## src/rtl/rxirq_pkg.sv

```systemverilog
package rxirq_pkg;
  // Strobes from control to datapath
  typedef struct packed {
    logic push;
    logic pop;
  } fifoStrobe_t;
endpackage

```

## src/rtl/rxirq_datapath.sv

```systemverilog
module rxirq_datapath
  import rxirq_pkg::*;
#(
  parameter int DEPTH = 256,
  parameter int DW = 8,
  localparam int AW = $clog2(DEPTH),
  localparam int CW = AW + 1
) (
  input  logic          clk,
  input  logic          rstN,
  input  fifoStrobe_t   stb,
  input  logic [DW-1:0] wrData,
  output logic [DW-1:0] rdData,
  output logic [CW-1:0] fillCount
);
  logic [DW-1:0] store [DEPTH];
  logic [AW-1:0] wrPtr, rdPtr;

  function automatic logic [AW-1:0] nextPtr(input logic [AW-1:0] p);
    return (p == AW'(DEPTH - 1)) ? '0 : p + 1'b1;
  endfunction

  always_ff @(posedge clk) begin
    if (stb.push) store[wrPtr] <= wrData;
  end

  always_ff @(posedge clk or negedge rstN) begin
    if (!rstN) begin
      wrPtr     <= '0;
      rdPtr     <= '0;
      fillCount <= '0;
    end else begin
      if (stb.push) wrPtr <= nextPtr(wrPtr);
      if (stb.pop)  rdPtr <= nextPtr(rdPtr);
      case ({stb.push, stb.pop})
        2'b10:   fillCount <= fillCount + 1'b1;
        2'b01:   fillCount <= fillCount - 1'b1;
        default: fillCount <= fillCount;
      endcase
    end
  end

  assign rdData = store[rdPtr];


  fill_bound_chk: assert property (@(posedge clk) disable iff (!rstN)
    fillCount <= CW'(DEPTH));


  fill_inc_chk: assert property (@(posedge clk) disable iff (!rstN)
    (stb.push && !stb.pop) |=> fillCount == $past(fillCount) + 1'b1);
endmodule

```

## src/rtl/rxirq_control.sv

```systemverilog
module rxirq_control
  import rxirq_pkg::*;
#(
  parameter int DEPTH = 256,
  parameter int CFGW = 16,
  parameter int DEF_THRESH = 192,
  parameter int DEF_IDLE = 4,
  parameter int DEF_DIV = 1302,
  localparam int CW = $clog2(DEPTH) + 1,
  localparam int IW = 8,
  localparam int CLW = CFGW + 4
) (
  input  logic            clk,
  input  logic            rstN,
  input  logic            wrValid,
  input  logic            rdReq,
  input  logic [CW-1:0]   fillCount,
  input  logic            cfgWe,
  input  logic [1:0]      cfgSel,
  input  logic [CFGW-1:0] cfgData,
  input  logic            irqAck,
  input  logic            ovfClr,
  output fifoStrobe_t     stb,
  output logic            irq,
  output logic            overflow
);
  logic [CW-1:0]   threshReg;
  logic [IW-1:0]   idleReg;
  logic [CFGW-1:0] divReg;
  logic [CLW-1:0]  cycCnt, charLen;
  logic [IW-1:0]   charCnt;
  logic full, empty, push, counting, lastCyc;
  logic idleHit, levelHit, lvlArmed, lvlFire, fire;

  assign full  = fillCount == CW'(DEPTH);
  assign empty = fillCount == '0;
  assign push  = wrValid && !full;
  assign stb.push = push;
  assign stb.pop  = rdReq && !empty;

  // Configuration settings
  always_ff @(posedge clk or negedge rstN) begin
    if (!rstN) begin
      threshReg <= CW'(DEF_THRESH);
      idleReg   <= IW'(DEF_IDLE);
      divReg    <= CFGW'(DEF_DIV);
    end else if (cfgWe) begin
      case (cfgSel)
        2'd0:    threshReg <= cfgData[CW-1:0];
        2'd1:    idleReg   <= cfgData[IW-1:0];
        2'd2:    divReg    <= cfgData;
        default: ;
      endcase
    end
  end

  // Idle gap timer in character times
  assign charLen  = CLW'(divReg) * CLW'(10);
  assign lastCyc  = cycCnt == charLen - 1'b1;
  assign counting = !empty && (charCnt < idleReg);
  assign idleHit  = counting && !push && lastCyc && (charCnt == idleReg - 1'b1);

  always_ff @(posedge clk or negedge rstN) begin
    if (!rstN) begin
      cycCnt  <= '0;
      charCnt <= '0;
    end else if (push || empty) begin
      cycCnt  <= '0;
      charCnt <= '0;
    end else if (counting) begin
      if (lastCyc) begin
        cycCnt  <= '0;
        charCnt <= charCnt + 1'b1;
      end else begin
        cycCnt <= cycCnt + 1'b1;
      end
    end
  end

  // Interrupt and overflow
  assign levelHit = fillCount >= threshReg;
  assign lvlFire  = levelHit && lvlArmed;
  assign fire     = lvlFire || idleHit;

  always_ff @(posedge clk or negedge rstN) begin
    if (!rstN) begin
      irq      <= 1'b0;
      lvlArmed <= 1'b1;
      overflow <= 1'b0;
    end else begin
      irq <= fire || (irq && !irqAck);
      if (lvlFire) lvlArmed <= 1'b0;
      else if (!levelHit || push) lvlArmed <= 1'b1;
      overflow <= (wrValid && full) || (overflow && !ovfClr);
    end
  end


  irq_hold_chk: assert property (@(posedge clk) disable iff (!rstN)
    (irq && !irqAck) |=> irq);


  irq_ack_chk: assert property (@(posedge clk) disable iff (!rstN)
    (irqAck && !fire) |=> !irq);


  ovf_sticky_chk: assert property (@(posedge clk) disable iff (!rstN)
    (overflow && !ovfClr) |=> overflow);


  timer_empty_chk: assert property (@(posedge clk) disable iff (!rstN)
    empty |=> (charCnt == '0 && cycCnt == '0));
endmodule

```

## src/rtl/rx_fifo_irq.sv

```systemverilog
module rx_fifo_irq
  import rxirq_pkg::*;
#(
  parameter int DEPTH = 256,
  parameter int CFGW = 16,
  parameter int DEF_THRESH = 192,
  parameter int DEF_IDLE = 4,
  parameter int DEF_DIV = 1302
) (
  input  logic                     clk,
  input  logic                     rstN,
  input  logic                     wrValid,
  input  logic [7:0]               wrData,
  input  logic                     rdReq,
  output logic [7:0]               rdData,
  output logic [$clog2(DEPTH):0]   fillCount,
  output logic                     overflow,
  input  logic                     ovfClr,
  output logic                     irq,
  input  logic                     irqAck,
  input  logic                     cfgWe,
  input  logic [1:0]               cfgSel,
  input  logic [CFGW-1:0]          cfgData
);
  fifoStrobe_t stb;

  rxirq_control #(
    .DEPTH(DEPTH), .CFGW(CFGW), .DEF_THRESH(DEF_THRESH),
    .DEF_IDLE(DEF_IDLE), .DEF_DIV(DEF_DIV)
  ) u_ctl (
    .clk(clk), .rstN(rstN), .wrValid(wrValid), .rdReq(rdReq),
    .fillCount(fillCount), .cfgWe(cfgWe), .cfgSel(cfgSel),
    .cfgData(cfgData), .irqAck(irqAck), .ovfClr(ovfClr),
    .stb(stb), .irq(irq), .overflow(overflow)
  );

  rxirq_datapath #(.DEPTH(DEPTH), .DW(8)) u_dp (
    .clk(clk), .rstN(rstN), .stb(stb), .wrData(wrData),
    .rdData(rdData), .fillCount(fillCount)
  );
endmodule

```

## config.mk

```make
export PLATFORM = sky130hd
export DESIGN_NAME = rx_fifo_irq
export DESIGN_NICKNAME = d
export VERILOG_FILES = /design/src/rtl/rxirq_pkg.sv /design/src/rtl/rxirq_datapath.sv /design/src/rtl/rxirq_control.sv /design/src/rtl/rx_fifo_irq.sv
export SDC_FILE = /design/constraint.sdc
export NUM_CORES = 2
export LEC_CHECK = 0
export BUFFER_PORTS_ARGS = -buffer_cell sky130_fd_sc_hd__buf_2
export CELL_PAD_IN_SITES_DETAIL_PLACEMENT = 1
export CELL_PAD_IN_SITES_GLOBAL_PLACEMENT = 1
export CORE_ASPECT_RATIO = 0.9
export CORE_MARGIN = 2
export CORE_UTILIZATION = 40
export DETAILED_ROUTE_END_ITERATION = 12
export PLACE_DENSITY_LB_ADDON = 0.12
export SLEW_MARGIN = 20
export SYNTH_ARGS = -nofsm -noshare
export SYNTH_HDL_FRONTEND = slang
export SYNTH_SLANG_ARGS = --single-unit
```

## constraint.sdc

```tcl
create_clock -name clk -period 9.5 [get_ports clk]
set_input_delay 2.85 -clock clk [delete_from_list [all_inputs] [get_ports clk]]
set_output_delay 2.85 -clock clk [all_outputs]
set_load 0.01 [all_outputs]
```

## Word-level counts from Yosys, hierarchy flattened

Memory sizes are Yosys's and may differ from the RTL's.
Cells that the tools add are included.

- Register bits after elaboration: 89
- RAM bits: 2048
- Output and inout port bits: 19
- Memories: 1

- $add $sub $neg: 8
- $mul: 1
- Magnitude comparators: 2
- Equal/unequal tests: 9
- Mux-type cells: 13
- Reductions and logical operators: 31

Memories:

| memory | words | width | rd ports | clocked after Yosys merged registers in | write ports | line | text |
|---|---|---|---|---|---|---|---|
| u_dp.store | 256 | 8 | 1 | 0 | 1 | rxirq_datapath.sv:16 | `logic [DW-1:0] store [DEPTH];` |

Operators by type and width:

| cell | number |
|---|---|
| two-way mux 20 bit | 3 |
| two-way mux 8 bit | 5 |
| adder 8 x 1 -> 8 bit (second input constant) | 3 |
| adder 20 x 1 -> 20 bit (second input constant) | 1 |
| equality test 20 bit | 1 |
| subtractor 20 x 1 -> 20 bit (second input constant) | 1 |
| multiplier 16 x 3 -> 19 bit (second input constant) | 1 |
| one-hot mux 9 bit (2 select lines) | 1 |
| equality test 8 bit (second input constant) | 2 |
| logical AND 1 bit | 10 |
| adder 9 x 1 -> 9 bit (second input constant) | 1 |
| equality test 9 bit (second input constant) | 1 |
| greater-or-equal comparator 9 bit | 1 |
| zero test 9 bit | 1 |
| subtractor 9 x 1 -> 9 bit (second input constant) | 1 |
| equality test 8 bit | 1 |
| less-than comparator 8 bit | 1 |
| AND reduction 2 bit | 4 |
| nonzero test 2 bit | 4 |
| subtractor 8 x 1 -> 8 bit (second input constant) | 1 |
| zero test 1 bit | 6 |
| logical OR 1 bit | 5 |
| equality test 2 x 1 -> 1 bit (second input constant) | 2 |
| equality test 2 bit (second input constant) | 2 |
| 2 further kinds | 5 |

## Depth between registers and ports, before layout

- Depth in word-level cells: 9
- Mapped depth: 21
- Gate-level depth less buffers: 20

## Hierarchy

From an unflattened synthesis, not the netlist that was laid out.

- Cells, all modules: 4499
- Area, all modules: 86381.6 um^2

Modules (own cells, without submodules):

| module | times used | cells each | area an instance (um^2) |
|---|---|---|---|
| rxirq_datapath | 1 | 3930 | 81242.9 |
| rxirq_control | 1 | 569 | 5138.7 |

## Worst setup path after synthesis

Ideal clock, no wire load.

- Path kind: reg-to-output
- Start: register u_dp.rdPtr[0]
- End: output port rdData[0]
- Arrival: 3.691 ns
- Data required time: 6.650 ns
- Path slack: 2.959 ns
- Cell stages (with the launch flop): 9
- Path buffers: 4
- Path through: dfrtp_1 -> clkbuf_1 -> clkbuf_1 -> clkbuf_1 -> buf_1 -> mux4_2 -> mux4_2 -> mux4_2 -> mux4_2

- Word-level cells in the longest chain between the ends: 1

RTL lines:

| what | line | text |
|---|---|---|
| start: declaration | rxirq_datapath.sv:17 | `logic [AW-1:0] wrPtr, rdPtr;` |
| start signal: assignment | rxirq_datapath.sv:34 | `if (stb.pop) rdPtr <= nextPtr(rdPtr);` |
| memory (256 x 8 bit) | - |  |
| end: declaration | rx_fifo_irq.sv:15 | `output logic [7:0] rdData,` |

Every way passes these cells.

## Final worst setup path

- Start: register u_dp.rdPtr[0]
- End: output port rdData[1]

The elaborated chain is that of the path after synthesis.

==> results.json <==
{
  "dpl_cell_area_um2": 89300,
  "die_area_um2": 217000,
  "detail_route.wl_per_cell_um": 31.2,
  "worstSkewPairLatency_ps": 840,
  "worst_slew_pin_slew_ps": 1190,
  "worst-path-max-fanout": 60,
  "synth_edf_count": 2048,
  "r2r_slack_ps": 4250,
  "grt_max_degree": 169,
  "dp.cells": 6666,
  "use_met3_pct": 3.08,
  "yosysWarnings": 0,
  "die_w_um": 491,
  "ys.flop_type": "edfxtp_1",
  "fmax_mhz": 126,
  "htreeDepth": 4,
  "cellPowerDensity_nw_per_um2": 285,
  "avgSynthCellArea_um2": 21.8,
  "finalSetupViolations": 0,
  "port_buffers": 51,
  "power_leakage_nw": 30.0,
  "synth-seq-cells": 2137,
  "grtUsageTotal_pct": 20.5,
  "cp.arrival_ps": 5090,
  "p_sw_share_pct": 30.5,
  "place_ws_ps": 2360,
  "routed_wl_um": 221000,
  "required_ps": 6650,
  "clockPowerShare_pct": 31.2,
  "netlist-cell-type-count": 72,
  "antenna_left": 0,
  "drt_iter0_drc": 3728,
  "grt_most_used_layer": "met2",
  "num_rows": 160,
  "clk_pin_slew_ps": 60,
  "hold_ws_ps": 510,
  "yosys.area.top_type": "edfxtp_1",
  "pwr-share-seq_pct": 39.3,
  "cts_made_buffers": 217,
  "syn_to_final_growth_pct": 13.2,
  "dp_hpwl_um": 132000,
  "multiInputGateArea_um2": 20600,
  "hold_path.class": "flip-flop to flip-flop",
  "hold_viol_final": 0,
  "grt_pass1_wl_um": 321000,
  "antenna_found_initial": 21,
  "nNetsFinal": 4147,
  "dr.pass1.iters": 5,
  "finalMaxSlewViolations": 0,
  "vias_per_cell": 5.63,
  "fin_ws_ps": 1560,
  "seq_area_frac_synth_pct": 74.8,
  "synth_nets": 4014,
  "clockRootBuffer": "clkbuf_16",
  "postCtsSetupRepairBufs": 0,
  "synth-async-reset-ratio_pct": 4.16,
  "globalRouteMet1Util_pct": 30.0,
  "core_um2": 212000,
  "grt_pass1_vias": 42400,
  "crit_type": "flip-flop to output port",
  "fill_cells": 19100,
  "cts_buffer_depth": 3,
  "vias": 39800,
  "ir_drop_mv": 0.223,
  "fin_cells": 7078,
  "gp_congestion": 0.750,
  "final.setup.tns_ps": 0,
  "hold_buffers": 0,
  "power_switching_mw": 8.39,
  "ioPinCount": 52,
  "drc": 0,
  "met2_usage_pct": 33.0,
  "chipHeight_um": 442,
  "power_frac_comb_pct": 29.4,
  "grt-ovfl-total": 0,
  "finalCritPeriodShare_pct": 83.6,
  "skew_ps": 43.1,
  "tritoncts": "built",
  "cts_sinks": 2137,
  "status": "completed",
  "period_needed_ps": 7940,
  "syn_inst": 3917,
  "critPathLaunchType": "flip-flop",
  "crit_path_end_kind": "output port",
  "syn-cell-area_um2": 85200,
  "internal_power_mw": 19.1,
  "initial_utilization_pct": 40.3,
  "max_slew_margin_pct": 20.2,
  "final_area_um2": 96400,
  "yosysTopAreaCellShare_pct": 72.2,
  "ff_latch_area_um2": 63800,
  "rsz0062_at_grt": "no",
  "max-cap-violations": 0,
  "synth_area_leaders": "edfxtp_1, mux4_2, dfrtp_1",
  "cts.repair.resized": 0,
  "drive_gt1_share_pct": 28.6
}
-- power groups by stage --
stage / clock network (mW) / logic, mW / registers, mW
after CTS: 8.77 / 8.30 / 10.8
after global routing: 9.11 / 8.55 / 10.8
final: 8.58 / 8.08 / 10.8
after global placement: 0 / 8.25 / 11.0
after floorplan: 0 / 5.30 / 10.7
after detailed placement: 0 / 8.28 / 11.0
-- logic make-up after synthesis --
group,Yosys count,synth area share [%]
AOI/OAI and AO/OA,151,1.17
xor gates and xnor gates,73,0.799
adders and majority gates,64,0.957
buffers and inverters,257,1.15
DFF,2137,74.8
muxes,713,18.4
and+or+nand+nor,522,2.73
-- routing by layer --
| metal | vias to the layer above | wire length (um) |
|---|---|---|
| li1 | 16700 | - |
| met1 | 22000 | 99500 |
| met2 | 951 | 107000 |
| met3 | 235 | 10500 |
| met4 | 0 | 3720 |
| met5 | - | 0 |
-- cell type report --
type,count,area share (%)
Antenna cell,6,0.0156
Clock buffer,276,5.99
Clock inverter,130,1.40
Inverter,45,0.175
Multi-Input combinational cell,1523,21.4
Sequential cell,2137,66.1
Tap cell,2835,3.68
Timing Repair Buffer,126,1.24
-- synth_stat cells, drive strengths merged, types with 8 or more instances --
master	instances
a21o	19
a21oi	34
and2	8
and3	12
buf	56
clkbuf	156
dfrtp	80
dfstp	9
edfxtp	2048
ha	62
inv	45
mux2	29
mux4	680
nand2	67
nand3	39
nand4	11
nor2	313
nor2b	11
nor3	12
nor4	9
o21ai	47
o31ai	8
xnor2	51
xor2	19
-- cells in the final DEF, fill, tap and decap left out, types with 7 or more instances in the layout --
cell type   netlist  layout
edfxtp_1       2048    2048
mux4_2          680     680
nor2_1          313     293
clkbuf_16         0     220
dfrtp_1          80      74
nand2_1          66      66
ha_1             62      62
buf_4             0      52
xnor2_1          51      51
clkbuf_1        156      50
clkinv_1          0      45
inv_1            44      44
clkinv_2          0      43
buf_2             5      42
o21ai_0          41      41
a21oi_1          34      34
mux2_2           29      29
buf_12            0      23
nand3_1          37      21
bufinv_16         0      21
nor2_2            0      20
a21o_1           19      19
xor2_1           19      19
nand3_2           2      18
nor3_1           12      12
and3_1           12      12
nor2b_1          11      11
nand4_1          11      11
nor4_1            9       9
dfstp_2           9       9
and2_1            7       8
o31ai_1           8       8
buf_8             0       8
o21a_1            7       7
or4_1             7       7
clkinvlp_4        0       7
-- metrics by stage --
step / total power [mW] / utilization (%)
after floorplan: 16.0 / -
after global placement: 19.2 / 42.2
after detailed placement: 19.3 / 42.2
after CTS: 27.9 / 45.6
after global routing: 28.5 / 45.6
final: 27.5 / 45.6
-- registers in the layout, summed over array words and instances, names as in the netlist --
| register | cells |
|---|---|
| u_dp.store | 2048 |
| u_ctl.cycCnt | 20 |
| u_ctl.divReg | 16 |
| u_ctl.threshReg | 9 |
| u_dp.fillCount | 9 |
| u_ctl.charCnt | 8 |
| u_ctl.idleReg | 8 |
| u_dp.rdPtr | 8 |
| u_dp.wrPtr | 8 |
| u_ctl.irq | 1 |
| u_ctl.lvlArmed | 1 |
| u_ctl.overflow | 1 |
-- worst max-delay path: stages (launching register included) --
cell	delay, ps
dfrtp_4	1070
buf_12	470
mux4_2	590
mux4_2	580
mux4_2	650
mux4_2	580
buf_2	170
-- worst paths after layout --
path,startpoint,endpoint,cells past startpoint
max,u_dp.rdPtr[0],rdData[1],6
min,u_ctl.threshReg[7],u_ctl.threshReg[7],2
max reg2reg,u_ctl.divReg[1],u_ctl.charCnt[7],16
min reg2reg,u_ctl.threshReg[7],u_ctl.threshReg[7],2
max in group asynchronous,rstN,u_dp.rdPtr[0],2
min in group asynchronous,rstN,u_dp.fillCount[5],1
Power figures use the tool's default switching activity.
